==> src/rtl/adc_bank_pkg.sv <==
package adc_bank_pkg;
  localparam int unsigned RES_W       = 10;
  localparam int unsigned BYTE_W      = 8;
  localparam int unsigned ADDR_W      = 4;
  localparam int unsigned STATUS_ADDR = 12;

  typedef struct packed {
    logic [RES_W-1:0] data;
    logic             ovr;
    logic             ready;
  } pair_t;
endpackage

==> src/rtl/adc_slot_map.sv <==
module adc_slot_map #(
  parameter int unsigned NumPairs = 6,
  parameter int unsigned RotSlots = 4,
  localparam int unsigned ChW     = $clog2(NumPairs + 2),
  localparam int unsigned PtrW    = (RotSlots > 1) ? $clog2(RotSlots) : 1
) (
  input  logic                clk_i,
  input  logic                rst_ni,
  input  logic                valid_i,
  input  logic [ChW-1:0]      chan_i,
  input  logic                repeat_i,
  output logic [NumPairs-1:0] wr_hit_o,
  output logic [PtrW-1:0]     ptr_o,
  output logic                mode_o
);
  logic            mode_q;
  logic [PtrW-1:0] ptr_q, eff_ptr, ptr_inc;
  logic            mode_chg;

  assign mode_chg = repeat_i != mode_q;
  assign eff_ptr  = mode_chg ? '0 : ptr_q;
  assign ptr_inc  = (eff_ptr == PtrW'(RotSlots - 1)) ? '0 : eff_ptr + 1'b1;

  always_comb begin
    wr_hit_o = '0;
    if (valid_i) begin
      if (repeat_i) begin
        for (int i = 0; i < RotSlots; i++)
          if (eff_ptr == PtrW'(i)) wr_hit_o[i] = 1'b1;
      end else begin
        for (int i = 0; i < NumPairs; i++)
          if ({1'b0, chan_i} == (ChW+1)'(i)) wr_hit_o[i] = 1'b1;
      end
    end
  end

  always_ff @(posedge clk_i or negedge rst_ni) begin
    if (!rst_ni) begin
      mode_q <= 1'b0;
      ptr_q  <= '0;
    end else begin
      mode_q <= repeat_i;
      ptr_q  <= (valid_i && repeat_i) ? ptr_inc : eff_ptr;
    end
  end

  assign ptr_o  = ptr_q;
  assign mode_o = mode_q;
endmodule

==> src/rtl/adc_result_pair.sv <==
module adc_result_pair
  import adc_bank_pkg::*;
(
  input  logic             clk_i,
  input  logic             rst_ni,
  input  logic             wr_i,
  input  logic [RES_W-1:0] data_i,
  input  logic             rd_lo_i,
  output pair_t            pair_o
);
  pair_t pair_q;

  always_ff @(posedge clk_i or negedge rst_ni) begin
    if (!rst_ni) begin
      pair_q <= '0;
    end else if (wr_i) begin
      pair_q.data  <= data_i;
      pair_q.ready <= 1'b1;
      // a same-cycle low read consumed the old result: no overrun
      pair_q.ovr   <= rd_lo_i ? 1'b0 : (pair_q.ovr | pair_q.ready);
    end else if (rd_lo_i) begin
      pair_q.ready <= 1'b0;
      pair_q.ovr   <= 1'b0;
    end
  end

  assign pair_o = pair_q;
endmodule

==> src/rtl/adc_eos_flag.sv <==
module adc_eos_flag (
  input  logic clk_i,
  input  logic rst_ni,
  input  logic set_i,
  input  logic start_i,
  input  logic ack_i,
  output logic eos_o
);
  always_ff @(posedge clk_i or negedge rst_ni) begin
    if (!rst_ni)                eos_o <= 1'b0;
    else if (set_i)             eos_o <= 1'b1;
    else if (start_i || ack_i)  eos_o <= 1'b0;
  end
endmodule

==> src/rtl/adc_read_port.sv <==
module adc_read_port
  import adc_bank_pkg::*;
#(
  parameter int unsigned NumPairs = 6
) (
  input  logic                    rd_en_i,
  input  logic [ADDR_W-1:0]       addr_i,
  input  pair_t [NumPairs-1:0]    pairs_i,
  input  logic                    eos_i,
  output logic [BYTE_W-1:0]       data_o,
  output logic [NumPairs-1:0]     rd_lo_o,
  output logic                    stat_rd_o
);
  logic [NumPairs-1:0][BYTE_W-1:0] hi_b, lo_b;

  for (genvar g = 0; g < NumPairs; g++) begin : g_bytes
    assign hi_b[g]    = pairs_i[g].data[RES_W-1 -: BYTE_W];
    assign lo_b[g]    = {pairs_i[g].data[RES_W-BYTE_W-1:0], 4'b0000,
                         pairs_i[g].ovr, pairs_i[g].ready};
    assign rd_lo_o[g] = rd_en_i && (addr_i == ADDR_W'(2*g + 1));
  end

  assign stat_rd_o = rd_en_i && (addr_i == ADDR_W'(STATUS_ADDR));

  always_comb begin
    data_o = '0;
    for (int i = 0; i < NumPairs; i++) begin
      if (addr_i == ADDR_W'(2*i))     data_o = hi_b[i];
      if (addr_i == ADDR_W'(2*i + 1)) data_o = lo_b[i];
    end
    if (addr_i == ADDR_W'(STATUS_ADDR)) data_o = {{(BYTE_W-1){1'b0}}, eos_i};
  end
endmodule

==> src/rtl/adc_result_bank.sv <==
module adc_result_bank
  import adc_bank_pkg::*;
#(
  parameter int unsigned NumPairs = 6,
  parameter int unsigned RotSlots = 4,
  localparam int unsigned ChW     = $clog2(NumPairs + 2),
  localparam int unsigned PtrW    = (RotSlots > 1) ? $clog2(RotSlots) : 1
) (
  input  logic              clk_i,
  input  logic              rst_ni,
  input  logic              res_valid_i,
  input  logic [ChW-1:0]    res_chan_i,
  input  logic [RES_W-1:0]  res_data_i,
  input  logic              repeat_mode_i,
  input  logic              seq_done_i,
  input  logic              conv_start_i,
  input  logic              rd_en_i,
  input  logic [ADDR_W-1:0] rd_addr_i,
  output logic [BYTE_W-1:0] rd_data_o
);
  logic [NumPairs-1:0] wr_hit, rd_lo_vec, ready_vec, ovr_vec;
  logic [PtrW-1:0]     slot_ptr;
  logic                mode_q, stat_rd, eos_q;
  pair_t [NumPairs-1:0] pairs;

  adc_slot_map #(.NumPairs(NumPairs), .RotSlots(RotSlots)) i_map (
    .clk_i, .rst_ni,
    .valid_i  (res_valid_i),
    .chan_i   (res_chan_i),
    .repeat_i (repeat_mode_i),
    .wr_hit_o (wr_hit),
    .ptr_o    (slot_ptr),
    .mode_o   (mode_q)
  );

  for (genvar g = 0; g < NumPairs; g++) begin : g_pair
    adc_result_pair i_pair (
      .clk_i, .rst_ni,
      .wr_i    (wr_hit[g]),
      .data_i  (res_data_i),
      .rd_lo_i (rd_lo_vec[g]),
      .pair_o  (pairs[g])
    );
    assign ready_vec[g] = pairs[g].ready;
    assign ovr_vec[g]   = pairs[g].ovr;
  end

  adc_eos_flag i_eos (
    .clk_i, .rst_ni,
    .set_i   (seq_done_i),
    .start_i (conv_start_i),
    .ack_i   (stat_rd),
    .eos_o   (eos_q)
  );

  adc_read_port #(.NumPairs(NumPairs)) i_rd (
    .rd_en_i,
    .addr_i    (rd_addr_i),
    .pairs_i   (pairs),
    .eos_i     (eos_q),
    .data_o    (rd_data_o),
    .rd_lo_o   (rd_lo_vec),
    .stat_rd_o (stat_rd)
  );
endmodule

==> config.mk <==
export PLATFORM = sky130hd
export DESIGN_NAME = adc_result_bank
export DESIGN_NICKNAME = d
export VERILOG_FILES = /design/src/rtl/adc_bank_pkg.sv /design/src/rtl/adc_slot_map.sv /design/src/rtl/adc_result_pair.sv /design/src/rtl/adc_eos_flag.sv /design/src/rtl/adc_read_port.sv /design/src/rtl/adc_result_bank.sv
export SDC_FILE = /design/constraint.sdc
export NUM_CORES = 1
export LEC_CHECK = 0
export BUFFER_PORTS_ARGS = -buffer_cell sky130_fd_sc_hd__buf_2
export CAP_MARGIN = 20
export CORE_MARGIN = 2
export CORE_UTILIZATION = 54
export CTS_BUF_LIST = sky130_fd_sc_hd__clkbuf_16
export DETAILED_ROUTE_END_ITERATION = 6
export PLACE_DENSITY_LB_ADDON = 0.25
export SLEW_MARGIN = 20
export SYNTH_ARGS = -nofsm -noshare
export SYNTH_HDL_FRONTEND = slang
export SYNTH_SLANG_ARGS = --single-unit
==> constraint.sdc <==
create_clock -name clk_i -period 1.75 [get_ports clk_i]
set_input_delay 0.175 -clock clk_i [delete_from_list [all_inputs] [get_ports clk_i]]
set_output_delay 0.175 -clock clk_i [all_outputs]
set_load 0.02 [all_outputs]
; After elaboration in Yosys (flattened, before gate mapping)
; Cells that the tools add are included.
[word_totals]
register_bits = 76
inputBits = 24
elab_cells = 117
[op_classes]
addsub = 1
n_eq_ne = 21
muxes = 49
bitwise_logic = 6
reduce_logical = 19
[op_table]
columns = cell, count
row1 = $mux W8, 13
row2 = $mux W2, 16
row3 = $eq A4 B4 Y1 const B, 5
row4 = $mux W1, 18
row5 = $eq A4 B3 Y1 const B, 4
row6 = $reduce_bool A2 Y1, 7
row7 = $eq A4 B2 Y1 const B, 2
row8 = $logic_and A1 B1 Y1, 8
row9 = $eq A3 B2 Y1 const B, 2
row10 = $eq A3 B3 Y1 const B, 2
row11 = $mux W6, 1
row12 = $or A1 B1 Y1, 6
row13 = $eq A2 B2 Y1 const B, 2
row14 = $eq A4 B1 Y1 const B, 1
row15 = $logic_not A4 Y1, 1
row16 = $mux W4, 1
row17 = $eq A3 B1 Y1 const B, 1
row18 = $logic_not A3 Y1, 1
row19 = $add A2 B1 Y2 const B, 1
row20 = $eq A2 B1 Y1 const B, 1
row21 = $logic_not A2 Y1, 1
row22 = $logic_or A1 B1 Y1, 1
row23 = $ne A1 B1 Y1, 1

; Longest topological paths before layout
; Gate-level depths: netlist of run 1.
[depth]
word_depth = 14
mapped_depth = 10
mapped_depth_nobuf = 8

; Modules after synthesis
; From an unflattened synthesis of run 1, not the netlist that was laid out.
[hier_totals]
hier_cells = 315
area_unflattened_um2 = 4056.4
[by_module_without_submodules]
columns = module, n_inst, cells_per_inst, area_each_um2
row1 = adc_result_pair, 6, 27, 475.5
row2 = adc_read_port, 1, 116, 885.8
row3 = adc_slot_map, 1, 34, 281.5
row4 = adc_eos_flag, 1, 3, 36.3

; Worst setup path after synthesis of run 1
; Ideal clock, no wire load.
[synth_timing]
path_kind = register -> register
start = reg i_map.mode_q (netlist: i_map.mode_o)
end = reg g_pair[0].i_pair.pair_q (netlist bit g_pair[0].i_pair.pair_o[10])
arrival_time_ns = 1.743
required_time_ns = 1.622
setup_slack_ns = -0.121
path_stages_with_launch = 8
n_path_buf = 1
period_less_slack_ns = 1.871
cell_sequence = dfrtp_1 -> xnor2_1 -> nand2_1 -> ha_1 -> and2_1 -> o21ai_1 -> buf_2 -> mux2_1
[synth_via]
elab_chain_len = 6
[synth_lines]
columns = element, line
row1 = from (decl), adc_slot_map.sv:16  ; logic mode_q;
row2 = from (signal assigned), adc_slot_map.sv:42  ; mode_q <= repeat_i;
row3 = $ne A1 B1 Y1, adc_slot_map.sv:20  ; assign mode_chg = repeat_i != mode_q;
row4 = $mux W2, adc_slot_map.sv:21  ; assign eff_ptr = mode_chg ? '0 : ptr_q;
row5 = $logic_not A2 Y1, adc_slot_map.sv:29  ; if (eff_ptr == PtrW'(i)) wr_hit_o[i] = 1'b1;
row6 = $mux W1, adc_slot_map.sv:29
row7 = $mux W4, adc_slot_map.sv:27  ; if (repeat_i) begin
row8 = $mux W6, adc_slot_map.sv:26  ; if (valid_i) begin
row9 = to (decl), adc_result_pair.sv:11  ; pair_t pair_q;
; Every way passes these cells.
; A chain may end at the register's enable or synchronous reset.

; Final worst setup path of run 1
[layout_timing]
start = reg g_pair[1].i_pair.pair_q (netlist bit g_pair[1].i_pair.pair_o[2])
end = out rd_data_o[6]
[layout_via]
elab_chain_len = 10
[layout_lines]
columns = element, line
row1 = from (decl), adc_result_pair.sv:11
row2 = $mux W8, adc_read_port.sv:29  ; if (addr_i == ADDR_W'(2*i + 1)) data_o = lo_b[i];
row3 = $mux W8, adc_read_port.sv:28  ; if (addr_i == ADDR_W'(2*i)) data_o = hi_b[i];
row4 = $mux W8, adc_read_port.sv:29
row5 = $mux W8, adc_read_port.sv:28
row6 = $mux W8, adc_read_port.sv:29
row7 = $mux W8, adc_read_port.sv:28
row8 = $mux W8, adc_read_port.sv:29
row9 = $mux W8, adc_read_port.sv:28
row10 = $mux W8, adc_read_port.sv:29
row11 = $mux W8, adc_read_port.sv:31  ; if (addr_i == ADDR_W'(STATUS_ADDR)) data_o = {{(BYTE_W-1){1'b0}}, eos_i};
row12 = to (decl), adc_result_bank.sv:19  ; output logic [BYTE_W-1:0] rd_data_o
; Every way passes these cells.

==> impl_metrics.env, run 1 <==
export IMPL_status="finished, violations left"
export IMPL_failed_checks="negative setup slack"
export IMPL_cp_start_kind="flop"
export IMPL_fillerInstances=481
export IMPL_drtPass1Iterations=4
export IMPL_seq_area_mm2=0.00190
export IMPL_cts_buffer_depth=2
export IMPL_fmax_mhz=494
export IMPL_synth_seq_cells=76
export IMPL_maxCapViolCount=0
export IMPL_synth_edff_count=0
export IMPL_hold_violations=0
export IMPL_drc=0
export IMPL_grt_pass1_vias=2996
export IMPL_gp_congestion=0.861
export IMPL_min_to="i_eos.eos_o$_DFFE_PN0P_"
export IMPL_yosysUniqueCellTypes=54
export IMPL_wl_um=9640
export IMPL_clk_pin_slew_ns=0.06
export IMPL_worstSkewPairLatency_ns=0.33
export IMPL_internal_power_mw=3.88
export IMPL_post_drt_wl_per_cell_um=19.9
export IMPL_rows=30
export IMPL_core_mm2=0.00687
export IMPL_worstSetupEndpointType="output pin"
export IMPL_power_density_mw_per_mm2=1100
export IMPL_yosysWarningCount=0
export IMPL_reg2reg_to="g_pair[0].i_pair.pair_o[3]$_DFFE_PN0P_"
export IMPL_required_ns=1.57
export IMPL_grt_pass1_wl_um=15800
export IMPL_ys_seq_area_share_pct=49.1
export IMPL_crit_family="multiplexers"
export IMPL_worst_pin_slew_ns=0.577
export IMPL_initial_core_util_pct=56.3
export IMPL_grt_start_max_net_pins=38
export IMPL_crit_buf_inv=1
export IMPL_drtIter0Drc=206
export IMPL_clkPwrFrac_pct=30.4
export IMPL_setup_viol=25
export IMPL_drive_above_1_share_pct=41.4
export IMPL_vias=2868
export IMPL_syn_nets=343
export IMPL_whs_ns=0.0341
export IMPL_rsz0062_at_grt="true"
export IMPL_syn_to_final_growth_pct=26.3
export IMPL_multi_input_area_mm2=0.00196
export IMPL_min_period_ns=2.03
export IMPL_power_frac_comb_pct=23.3
export IMPL_cts_tree="yes"
export IMPL_crit_arrival_ns=1.85
export IMPL_viasPerCell=5.91
export IMPL_hp_start="seq_done_i"
export IMPL_criticalPathCategory="flop to output pin"
export IMPL_finalSetupTns_ns=-2.72
export IMPL_skew_ns=0.00524
export IMPL_syn_inst=317
export IMPL_clock_tree_root_cell="clkbuf_16"
export IMPL_numPortBuffers=31
export IMPL_r2r_setup_slack_ns=-0.15
export IMPL_syn_area_mm2=0.00387
export IMPL_slowest_delay_ns=0.48
export IMPL_rr_worst_depth=8
export IMPL_die_width_um=88.7
export IMPL_io_pins=32
export IMPL_cts_sinks=76
export IMPL_cts_buffers=9
export IMPL_power_leakage_nw=2.29
export IMPL_setup_slack_ns=-0.276
export IMPL_hold_path_class="primary input to flop"
export IMPL_power_switching_mw=1.50
export IMPL_slew_violations=0
export IMPL_maxSlewHeadroom_pct=61.1
export IMPL_slowest_stage="mux4_2"
export IMPL_async_flop_share_pct=100
export IMPL_path_max_fanout=2
export IMPL_seq_power_share_pct=46.3
export IMPL_ant_nets=0
export IMPL_dp_hpwl_um=6080
export IMPL_reg2reg_from="i_map.mode_o$_DFF_PN0_"
export IMPL_grt_ovfl_total=0
export IMPL_cp_cell_sequence="mux4_2 -> mux2_4 -> o22a_1 -> buf_6"
export IMPL_n_antenna_cell=0
export IMPL_antenna_found_initial=0
export IMPL_fin_nets=410
export IMPL_ir_drop_mv=0.859
export IMPL_die_h_um=88.7
export IMPL_dominantRegCellSynth="dfrtp_1"
export IMPL_grt_use_total_pct=27.3
export IMPL_swShare_pct=27.9
export IMPL_avgSynthCellArea_um2=12.2
export IMPL_cts_max_level=3
export IMPL_worstHoldPathCells=2
export IMPL_die_area_mm2=0.00786
export IMPL_period_share_pct=116
-- per-stage QoR --
| stage | worst slack, ns | instances | util (%) | power, mW | cell area [um^2] |
|---|---|---|---|---|---|
| after floorplan | -0.00298 | 317 | - | 3.17 | 3890 |
| after global placement | -0.113 | 458 | 63.1 | 3.47 | 4330 |
| after detailed placement | -0.103 | 458 | 63.1 | 3.54 | 4330 |
| after CTS | -0.248 | 486 | 71.0 | 5.36 | 4880 |
| after global routing | -0.318 | 485 | 71.2 | 5.66 | 4890 |
| final | -0.276 | 485 | 71.2 | 5.39 | 4890 |
-- area by class of cell --
class	count	area share, %
clock buffer	9	4.61
inverter	13	0.998
sequential	76	38.9
multi-input combinational	207	40.2
tap	96	2.46
clock inverter	7	0.717
timing repair buffer	77	12.2
-- state kept, by name (all words and copies together) (netlist names) --
signal and flops:
i_eos.eos_o 1, i_map.ptr_o 2, g_pair.i_pair.pair_o 72, i_map.mode_o 1
-- power by group through the flow --
| stage | clock [mW] | combinational (mW) | sequential [mW] |
|---|---|---|---|
| after floorplan | 0 | 0.762 | 2.41 |
| after CTS | 1.64 | 1.24 | 2.48 |
| after detailed placement | 0 | 1.03 | 2.50 |
| after global routing | 1.74 | 1.37 | 2.55 |
| final | 1.64 | 1.26 | 2.49 |
| after global placement | 0 | 0.993 | 2.48 |
-- cells by family after synthesis --
| group | count (synthesis) | share of synthesized area [%] |
|---|---|---|
| flip-flops | 76 | 49.1 |
| AO/OA/AOI/OAI | 63 | 12.5 |
| AND/OR/NAND/NOR | 59 | 9.09 |
| XOR/XNOR | 2 | 0.453 |
| adder cells (fa/ha/maj) | 2 | 0.647 |
| multiplexers | 81 | 23.4 |
| buffers and inverters | 34 | 4.75 |
-- layout by cell type (no fill, tap or decap), types with 3 or more instances in the layout --
cell type,count
buf_6,5
mux2_4,21
dfrtp_1,76
a221o_1,7
buf_4,40
buf_2,25
clkinv_1,3
a2bb2oi_1,3
mux2_2,27
o32ai_1,6
inv_1,12
nand2b_1,5
o22a_1,6
mux2i_1,16
buf_12,4
a21oi_1,4
clkbuf_16,9
and4b_1,3
nor3b_1,5
o21ai_0,9
mux2_1,16
nor2_1,15
o21ai_1,4
nand2_1,7
-- repair_timing --
action | CTS | global route
endpoints found under the setup margin | 24 | 31
gates resized for setup | 44 | 14
pin swaps | 14 | 6
hold buffers | 1 | 0
endpoints found under the hold margin | 20 | 0
gates cloned | 1 | 0
buffers inserted | 10 | 1
-- worst max-delay path by stage --
| stage | startpoint | endpoint | slack (ns) | cells after the start |
|---|---|---|---|---|
| after floorplan | i_map.mode_o$_DFF_PN0_ | g_pair[3].i_pair.pair_o[10]$_DFFE_PN0P_ | -0.003 | 8 |
| after global placement | rd_addr_i[0] | rd_data_o[6] | -0.11 | 7 |
| after detailed placement | rd_addr_i[0] | rd_data_o[6] | -0.10 | 7 |
| after CTS | g_pair[1].i_pair.pair_o[2]$_DFFE_PN0P_ | rd_data_o[6] | -0.25 | 4 |
| after global routing | g_pair[1].i_pair.pair_o[2]$_DFFE_PN0P_ | rd_data_o[6] | -0.32 | 4 |
| final | g_pair[1].i_pair.pair_o[2]$_DFFE_PN0P_ | rd_data_o[6] | -0.28 | 4 |
-- cells in the mapped netlist, drive strengths merged (4+ instances only) --
cell | number | area share, %
nor2 | 17 | 1.6
mux2i | 16 | 4.1
o32ai | 8 | 1.8
nand2b | 6 | 1.0
o21ai | 15 | 1.9
dfrtp | 76 | 49
a21oi | 4 | 0.52
inv | 13 | 1.3
o22a | 6 | 1.4
a221o | 7 | 1.8
buf | 19 | 3.3
nor3b | 5 | 0.97
nand2 | 9 | 0.87
mux2 | 64 | 19
-- routing by layer --
layer  GRT usage [%]  wire (um)  vias to the layer above
met5               0          0                        -
met4            12.3        196                        0
met3            4.57        512                       18
met2            42.8       4660                       86
met1            37.4       4270                     1457
li1                -          -                     1307
No activity file was read; power rests on OpenSTA's default activity.
==> run 2: changes to the inputs <==
--- a/config.mk
+++ b/config.mk
@@ -8,7 +8,7 @@
 export BUFFER_PORTS_ARGS = -buffer_cell sky130_fd_sc_hd__buf_2
 export CAP_MARGIN = 20
 export CORE_MARGIN = 2
-export CORE_UTILIZATION = 54
+export CORE_UTILIZATION = 60
 export CTS_BUF_LIST = sky130_fd_sc_hd__clkbuf_16
 export DETAILED_ROUTE_END_ITERATION = 6
 export PLACE_DENSITY_LB_ADDON = 0.25
==> constraint.sdc (replaced) <==
create_clock -name clk_i -period 2 [get_ports clk_i]
set_input_delay 0.2 -clock clk_i [delete_from_list [all_inputs] [get_ports clk_i]]
set_output_delay 0.2 -clock clk_i [all_outputs]
set_load 0.02 [all_outputs]
==> run 2 against run 1 <==
Non-clock buffer count fell by 23. Largest power group unchanged. Largest cell class is now sequential cells. Via count fell by 2.7%. The flow still finishes with violations (negative setup slack). Combinational power fell by 28%.
==> impl_metrics.env, run 2 (synthesized netlist as in run 1, its figures left out) <==
export IMPL_crit_family="multiplexers"
export IMPL_rr_worst_depth=7
export IMPL_cts_sinks=76
export IMPL_drive_above_1_share_pct=30.6
export IMPL_final_area_mm2=0.00450
export IMPL_power_density_mw_per_mm2=1040
export IMPL_clk_pin_slew_ns=0.06
export IMPL_crit_arrival_ns=1.80
export IMPL_rows=29
export IMPL_initial_core_util_pct=61.7
export IMPL_internal_power_mw=3.41
export IMPL_largest_register_ff_count=72
export IMPL_setup_slack_ns=-0.000451
export IMPL_viasPerCell=6.30
export IMPL_maxSlewHeadroom_pct=69.0
export IMPL_die_width_um=84.3
export IMPL_maxCapViolCount=0
export IMPL_slew_violations=0
export IMPL_worstSkewPairLatency_ns=0.33
export IMPL_vias=2790
export IMPL_multi_input_area_mm2=0.00179
export IMPL_dr_wl_met2_um=4220
export IMPL_criticalPathCategory="flop to output pin"
export IMPL_failed_checks="negative setup slack"
export IMPL_gp_congestion=0.861
export IMPL_numPortBuffers=31
export IMPL_grt_pass1_vias=2932
export IMPL_whs_ns=0.0673
export IMPL_power_frac_comb_pct=19.3
export IMPL_post_route_util_pct=71.7
export IMPL_path_max_fanout=2
export IMPL_hold_path_class="primary input to flop"
export IMPL_dp_hpwl_um=5910
export IMPL_slowest_delay_ns=0.46
export IMPL_drtPass1Iterations=4
export IMPL_finalSetupTns_ns=-0.000451
export IMPL_io_pins=32
export IMPL_fin_nets=387
export IMPL_wl_met1_um=3770
export IMPL_fmax_mhz=500
export IMPL_cp_start_kind="flop"
export IMPL_required_ns=1.80
export IMPL_seq_power_share_pct=46.2
export IMPL_route_met3_wl_um=521
export IMPL_antenna_found_initial=0
export IMPL_cts_tree="yes"
export IMPL_final_cell_mix="76 x dfrtp_1, 34 x mux2_2, 30 x mux2_1"
export IMPL_period_share_pct=100
export IMPL_syn_to_final_growth_pct=16.3
export IMPL_ant_nets=0
export IMPL_fillerInstances=446
export IMPL_grt_ovfl_total=0
export IMPL_rsz0062_at_grt="true"
export IMPL_grt_use_total_pct=27.0
export IMPL_preCtsSetupSlack_ns=0.116
export IMPL_power_leakage_nw=2.06
export IMPL_layout_commonest_cell="dfrtp_1"
export IMPL_cp_cell_sequence="mux4_2 -> mux2_2 -> o22a_1 -> buf_6"
export IMPL_wl_um=8750
export IMPL_min_period_ns=2.00
export IMPL_grt_pass1_wl_um=14900
export IMPL_slowest_stage="mux4_2"
export IMPL_status="finished, violations left"
export IMPL_drc=0
export IMPL_swShare_pct=27.5
export IMPL_power_switching_mw=1.29
export IMPL_grt_start_max_net_pins=36
export IMPL_seq_area_mm2=0.00190
export IMPL_cts_max_level=3
export IMPL_cts_buffer_depth=2
export IMPL_worstSetupEndpointType="output pin"
export IMPL_core_mm2=0.00628
export IMPL_clkPwrFrac_pct=34.4
export IMPL_hold_violations=0
export IMPL_worst_pin_slew_ns=0.465
export IMPL_setup_viol=1
export IMPL_die_area_mm2=0.00711
export IMPL_ir_drop_mv=0.623
export IMPL_post_drt_wl_per_cell_um=19.8
export IMPL_clock_tree_root_cell="clkbuf_16"
export IMPL_worstHoldPathCells=2
export IMPL_path_depth=4
export IMPL_crit_buf_inv=1
export IMPL_cts_buffers=9
export IMPL_place_area_mm2=0.00415
export IMPL_n_antenna_cell=0
export IMPL_skew_ns=0.00622
export IMPL_drtIter0Drc=242
export IMPL_die_h_um=84.3
export IMPL_top_layer_used="met4"
==> run 2: cell types whose count changed in the layout (fill, tap and decap cells not counted), sizes merged <==
cell | before | now
buf | 75 | 53
bufinv | 0 | 1
clkbuf | 10 | 9
clkinv | 4 | 3
clkinvlp | 2 | 1
inv | 14 | 15
==> run 2: metal layers <==
layer,GRT usage [%],vias to the layer above
met5,0,-
met4,12.5,0
met3,4.62,21
met2,42.1,102
met1,37.2,1398
li1,-,1269
==> run 2: through the flow <==
step                std cells  power (mW)
floorplan                 317        2.77
global placement          424        3.00
detailed placement        424        3.07
CTS                       441        4.71
global route              443        4.94
finish                    443        4.70
==> run 2: timing repair <==
action / CTS / global route
pin swaps: 0 / 2
resized for setup: 4 / 5
endpoints found under the setup margin: 3 / 4
hold buffers: 1 / 0
hold endpoints to repair: 33 / 0
setup buffers: 0 / 2
==> run 2: area by class of cell <==
class,instances,area share (%)
Sequential cell,76,42.3
Clock buffer,9,5.01
Tap cell,77,2.14
Clock inverter,7,1.64
Inverter,13,1.08
Multi-Input combinational cell,207,39.8
Timing Repair Buffer,54,8.09
==> run 2: power groups by stage <==
stage          sequential, mW  combinational (mW)  clock [mW]
5_1_grt                  2.22                1.01        1.72
4_1_cts                  2.17               0.900        1.64
2_1_floorplan            2.11               0.662           0
3_5_place_dp             2.19               0.875           0
3_3_place_gp             2.16               0.838           0
6_report                 2.17               0.909        1.62
==> run 2: final timing paths <==
check | from | endpoint | slack, ns
worst max-delay path | g_pair[0].i_pair.pair_o[10]$_DFFE_PN0P_ | rd_data_o[6] | -0.0005
worst min-delay path | seq_done_i | i_eos.eos_o$_DFFE_PN0P_ | 0.07
worst max register to register | i_map.mode_o$_DFF_PN0_ | g_pair[0].i_pair.pair_o[9]$_DFFE_PN0P_ | 0.12
worst min register to register | g_pair[2].i_pair.pair_o[6]$_DFFE_PN0P_ | g_pair[2].i_pair.pair_o[6]$_DFFE_PN0P_ | 0.49
max in group asynchronous | rst_ni | g_pair[4].i_pair.pair_o[0]$_DFFE_PN0P_ | 1.08
min in group asynchronous | rst_ni | g_pair[1].i_pair.pair_o[7]$_DFFE_PN0P_ | 0.37
